`config.mk`:
```
export PLATFORM = sky130hd
export DESIGN_NAME = burst_addr_ctrl
export DESIGN_NICKNAME = d
export VERILOG_FILES = /design/src/rtl/bac_pkg.sv /design/src/rtl/bac_start_decode.sv /design/src/rtl/bac_beat_counter.sv /design/src/rtl/bac_order_map.sv /design/src/rtl/burst_addr_ctrl.sv
export SDC_FILE = /design/constraint.sdc
export NUM_CORES = 1
export LEC_CHECK = 0
export BUFFER_PORTS_ARGS = -buffer_cell sky130_fd_sc_hd__buf_2
export CAP_MARGIN = 20
export CORE_MARGIN = 4
export CORE_UTILIZATION = 40
export CTS_BUF_LIST = sky130_fd_sc_hd__clkbuf_2 sky130_fd_sc_hd__clkbuf_4 sky130_fd_sc_hd__clkbuf_8
export CTS_CLUSTER_SIZE = 12
export DETAILED_ROUTE_END_ITERATION = 7
export PLACE_DENSITY = 0.69
export RECOVER_POWER = 100
export SYNTH_ARGS = -nofsm -noshare
export SYNTH_HDL_FRONTEND = slang
export SYNTH_HIERARCHICAL = 1
export SYNTH_SLANG_ARGS = --single-unit
export TNS_END_PERCENT = 10
```
`constraint.sdc`:
```
create_clock -name clk -period 2.28 [get_ports clk]
set_clock_uncertainty 0.1 [all_clocks]
set_input_delay 0.114 -clock clk [delete_from_list [all_inputs] [get_ports clk]]
set_output_delay 0.114 -clock clk [all_outputs]
set_load 0.01 [all_outputs]
```
`src/rtl/bac_pkg.sv`:
```
package bac_pkg;

  typedef enum logic [1:0] {
    EV_NONE  = 2'd0,
    EV_LOAD  = 2'd1,
    EV_DESEL = 2'd2
  } start_ev_t;

endpackage

```
`src/rtl/bac_start_decode.sv`:
```
module bac_start_decode
  import bac_pkg::*;
(
  input  logic      cs_pri_n,
  input  logic      cs_hi,
  input  logic      cs_lo_n,
  input  logic      strb_proc_n,
  input  logic      strb_ctrl_n,
  input  logic      wr_n,
  output start_ev_t ev,
  output logic      ld_write
);

  logic proc_go;
  logic ctrl_go;
  logic chip_sel;

  always_comb begin
    proc_go  = !strb_proc_n && !cs_pri_n;
    ctrl_go  = !strb_ctrl_n && !proc_go;
    chip_sel = !cs_pri_n && cs_hi && !cs_lo_n;
    ev       = EV_NONE;
    if (proc_go || ctrl_go) begin
      ev = chip_sel ? EV_LOAD : EV_DESEL;
    end
    // processor starts are always reads; controller starts take wr_n now
    ld_write = ctrl_go && !wr_n;
  end

endmodule

```
`src/rtl/bac_beat_counter.sv`:
```
module bac_beat_counter #(
  parameter int BEAT_W = 2
) (
  input  logic              clk,
  input  logic              rst_n,
  input  logic              clr,
  input  logic              step,
  output logic [BEAT_W-1:0] idx_q
);

  logic [BEAT_W-1:0] idx_d;
  logic              idx_en;

  always_comb begin
    idx_en = clr || step;
    idx_d  = clr ? '0 : idx_q + 1'b1;
  end

  always_ff @(posedge clk or negedge rst_n) begin
    if (!rst_n) begin
      idx_q <= '0;
    end else if (idx_en) begin
      idx_q <= idx_d;
    end
  end

  p_clear_beat_r2: assert property (@(posedge clk) disable iff (!rst_n)
    clr |=> (idx_q == '0));

  p_hold_beat_r6: assert property (@(posedge clk) disable iff (!rst_n)
    (!clr && !step) |=> $stable(idx_q));

  p_next_beat_r6: assert property (@(posedge clk) disable iff (!rst_n)
    (step && !clr) |=> (idx_q == BEAT_W'($past(idx_q) + 1'b1)));

endmodule

```
`src/rtl/bac_order_map.sv`:
```
module bac_order_map #(
  parameter int BEAT_W = 2
) (
  input  logic [BEAT_W-1:0] base_low,
  input  logic [BEAT_W-1:0] idx,
  input  logic              order_il,
  output logic [BEAT_W-1:0] low
);

  logic [BEAT_W-1:0] lin_low;
  logic [BEAT_W-1:0] il_low;

  generate
    for (genvar b = 0; b < BEAT_W; b++) begin : g_xor_bit
      assign il_low[b] = base_low[b] ^ idx[b];
    end
  endgenerate

  always_comb begin
    lin_low = base_low + idx;
    low     = order_il ? il_low : lin_low;
  end

  always_comb begin
    if (order_il) begin
      p_il_inverse_r8: assert ((low ^ base_low) == idx);
    end else begin
      p_lin_inverse_r7: assert (BEAT_W'(low - base_low) == idx);
    end
  end

endmodule

```
`src/rtl/burst_addr_ctrl.sv`:
```
module burst_addr_ctrl
  import bac_pkg::*;
#(
  parameter int ADDR_W = 18,
  parameter int BEAT_W = 2
) (
  input  logic              clk,
  input  logic              rst_n,
  input  logic              cs_pri_n,
  input  logic              cs_hi,
  input  logic              cs_lo_n,
  input  logic              strb_proc_n,
  input  logic              strb_ctrl_n,
  input  logic              adv_n,
  input  logic              wr_n,
  input  logic              order_il,
  input  logic [ADDR_W-1:0] addr_in,
  output logic [ADDR_W-1:0] acc_addr,
  output logic              acc_valid,
  output logic              acc_write
);

  localparam int UP_W = ADDR_W - BEAT_W;

  start_ev_t         ev;
  logic              ld_write;
  logic [ADDR_W-1:0] base_q;
  logic              active_q;
  logic              active_d;
  logic              write_q;
  logic              write_d;
  logic              base_en;
  logic              beat_step;
  logic              beat_clr;
  logic [BEAT_W-1:0] idx_q;
  logic [BEAT_W-1:0] low_bits;

  bac_start_decode u_dec (
    .cs_pri_n    (cs_pri_n),
    .cs_hi       (cs_hi),
    .cs_lo_n     (cs_lo_n),
    .strb_proc_n (strb_proc_n),
    .strb_ctrl_n (strb_ctrl_n),
    .wr_n        (wr_n),
    .ev          (ev),
    .ld_write    (ld_write)
  );

  always_comb begin
    base_en   = (ev == EV_LOAD);
    beat_clr  = (ev == EV_LOAD);
    beat_step = (ev == EV_NONE) && active_q && !adv_n;
    unique case (ev)
      EV_LOAD: begin
        active_d = 1'b1;
        write_d  = ld_write;
      end
      EV_DESEL: begin
        active_d = 1'b0;
        write_d  = 1'b0;
      end
      default: begin
        active_d = active_q;
        write_d  = active_q && !wr_n;
      end
    endcase
  end

  always_ff @(posedge clk or negedge rst_n) begin
    if (!rst_n) begin
      base_q <= '0;
    end else if (base_en) begin
      base_q <= addr_in;
    end
  end

  always_ff @(posedge clk or negedge rst_n) begin
    if (!rst_n) begin
      active_q <= 1'b0;
      write_q  <= 1'b0;
    end else begin
      active_q <= active_d;
      write_q  <= write_d;
    end
  end

  bac_beat_counter #(.BEAT_W(BEAT_W)) u_beat (
    .clk   (clk),
    .rst_n (rst_n),
    .clr   (beat_clr),
    .step  (beat_step),
    .idx_q (idx_q)
  );

  bac_order_map #(.BEAT_W(BEAT_W)) u_map (
    .base_low (base_q[BEAT_W-1:0]),
    .idx      (idx_q),
    .order_il (order_il),
    .low      (low_bits)
  );

  assign acc_addr  = {base_q[ADDR_W-1:BEAT_W], low_bits};
  assign acc_valid = active_q;
  assign acc_write = write_q;

  p_proc_load_r1: assert property (@(posedge clk) disable iff (!rst_n)
    (!strb_proc_n && !cs_pri_n && cs_hi && !cs_lo_n)
      |=> (acc_valid && !acc_write && acc_addr == $past(addr_in)));

  p_ctrl_type_r4: assert property (@(posedge clk) disable iff (!rst_n)
    (strb_proc_n && !strb_ctrl_n && !cs_pri_n && cs_hi && !cs_lo_n)
      |=> (acc_write == !$past(wr_n)));

  p_deselect_r5: assert property (@(posedge clk) disable iff (!rst_n)
    (ev == EV_DESEL) |=> !acc_valid);

  p_upper_hold_r9: assert property (@(posedge clk) disable iff (!rst_n)
    (ev != EV_LOAD) |=> $stable(acc_addr[ADDR_W-1:BEAT_W]));

  p_idle_stays_r10: assert property (@(posedge clk) disable iff (!rst_n)
    (!acc_valid && ev == EV_NONE) |=> !acc_valid);

  initial begin
    p_width_ok_r9: assert (UP_W > 0);
  end

endmodule

```
==> results.toml <==
[logic_synthesis]
ys_async_sr_fraction_pct = 100
synth.distinct_cells = 22
synth_edf_count = 0
ys_seq_area_share_pct = 48.6
synthCells = 85
synth_most_common_cell = "dfrtp_1"
synth_common_cells = "dfrtp_1, buf_4, mux2_2, mux2_4"
netlist_area_um2 = 1130
synth_area_leaders = "dfrtp_1, mux2_4, buf_4"
synth_top_area_share_pct = 48.6
netlist.top_cell.by_area = "dfrtp_1"
ys.flop_type = "dfrtp_1"
ys_ff_latch = 22
avgSynthCellArea_um2 = 13.3
synth_warnings = 6
syn_nets = 117

[clocking]
root_buffer = "clkbuf_4"
clkTransAtPathRegs_ns = 0.12
clock_sinks = 22
cts_tree = "built"
cts_buffer_depth = 2
worst_skew_pair.late_latency_ns = 0.29
cts_made_buffers = 3
htreeDepth = 1
ctsResizeCount = 0

[die]
die_w_um = 61.2
rows = 19
core_area_um2 = 2730
initial_core_util_pct = 41.4
die_y_um = 61.2
io_pins = 48
dieArea_um2 = 3750

[pwr]
peakVddDrop_mv = 0.589
power_density_nw_per_um2 = 839
total_power_w = 0.00121
p_leak_nw = 0.664

[route]
wl_per_cell_um = 12.7
num_vias = 772
postRouteAntennaNets = 0
dr_wl_met2_mm = 1.08
vias_per_cell = 4.54
drt-pass1-iter-count = 3
detail_route.wirelength_mm = 2.16
remaining_drc_errors = 0
drt_iter0_drc = 9
wl_met1_um = 861
routed.top_layer = "met4"
met3_length_um = 189

[setup_path]
r2r_slack_ns = 1.19
endpoint_kind = "flop"
worst-path-max-fanout = 21
critical_path_arrival_ns = 1.73
worstPathRequired_ns = 2.37
worstSetupPathType = "in2reg"
start_kind = "primary input"

[timing]
post-route-period-util_pct = 72.1
tns_ns = 0
finalSetupViolations = 0
relSlewSlack_pct = 23.8
max_freq_ghz = 0.608
rsz0062_at_grt = "no"
hold_ws_ns = 0.0385
hold_viol = 0
min_period_ns = 1.64
worstMarginPinSlew_ns = 1.14
drv_slew = 0

[hold_path]
hold_class = "in2reg"

[global_routing]
grt_pass1_vias = 774
grt_pass1_wl_mm = 3.26
grt_usage_pct = 11.8
grt_max_degree = 23
antenna_found_initial = 0
grt_remaining_overflow = 0

[layout]
drive_gt1_share_pct = 28.1
fin_cells = 170
syn2layout_area_growth_pct = 27.5
layout.nets = 172
utilization_pct = 52.8
diodes = 0

[run_status]
outcome = "complete, no violations"

[place]
place_congestion = 0.661
post-place-cells = 146
io_buffers = 47
place_hpwl_mm = 1.52

[flow_run]
maxCapViolations = 0
[placed cells by master, fill, tap and decap left out, drive strengths merged, types with 2 or more instances in the layout]
master | Yosys | routed
a21oi | 2 | 2
buf | 18 | 26
clkbuf | 0 | 25
dfrtp | 22 | 22
dlygate4sd3 | 0 | 20
ha | 4 | 4
inv | 3 | 3
mux2 | 18 | 18
nor2 | 4 | 4
o21ai | 2 | 2
xnor2 | 3 | 3
[layer usage]
metal / track usage, % / up-vias
li1: - / 378
met1: 13.3 / 360
met2: 21.8 / 32
met3: 2.52 / 2
met4: 3.72 / 0
met5: 0 / -
[repair_timing]
action,CTS,global route
hold endpoints to repair,41,0
setup buffers,0,0
hold buffers,20,0
[area by class of cell]
class	instances	area, um2
timing repair buffer	68	415
multi-input combinational	42	375
inverter	3	11.3
fill	264	1290
clock buffer	3	22.5
clock inverter	1	30.0
sequential	22	551
tap	31	38.8
[through the flow]
stage,setup WS (ns),instance area (um2)
2_1_floorplan,0.710,1130
3_3_place_gp,0.557,1260
3_5_place_dp,0.481,1260
4_1_cts,0.721,1520
5_1_grt,0.511,1440
6_report,0.636,1440
[critical path: stages]
cell	delay [ns]
clkbuf_1	0.09
a2111oi_0	0.62
ha_1	0.26
buf_4	0.27
mux2_2	0.37
[power by group]
group          leakage (nW)  total, W  switching [W]  internal, W
logic                 0.368  0.000360       0.000175     0.000184
registers             0.268  0.000561      0.0000661     0.000495
clock network        0.0279  0.000291       0.000113     0.000177
total                 0.664   0.00121       0.000355     0.000857
[state kept, by name, indices dropped and copies added, names as in the netlist]
name,count
base_q,18
u_beat/idx_q,2
acc_valid,1
acc_write,1
[worst paths after layout]
check | to | startpoint | cells after the start
max | base_q[11]$_DFFE_PN0N_ | strb_ctrl_n | 5
min | u_beat/idx_q[1]$_DFFE_PN0P_ | adv_n | 4
max reg2reg | u_beat/idx_q[1]$_DFFE_PN0P_ | acc_valid$_DFFE_PN0P_ | 4
min reg2reg | base_q[15]$_DFFE_PN0N_ | base_q[15]$_DFFE_PN0N_ | 1
max in group asynchronous | base_q[0]$_DFFE_PN0N_ | rst_n | 2
min in group asynchronous | base_q[17]$_DFFE_PN0N_ | rst_n | 2
[kinds of logic after synthesis]
family / count (synthesis) / synth area share [%]
compound gates: 7 / 5.08
xor+xnor: 3 / 2.32
fa+ha+maj: 4 / 4.42
buf+inv: 21 / 14.4
flops: 22 / 48.6
mux: 18 / 20.9
simple gates: 10 / 4.31
Power figures use the tool's default switching activity.
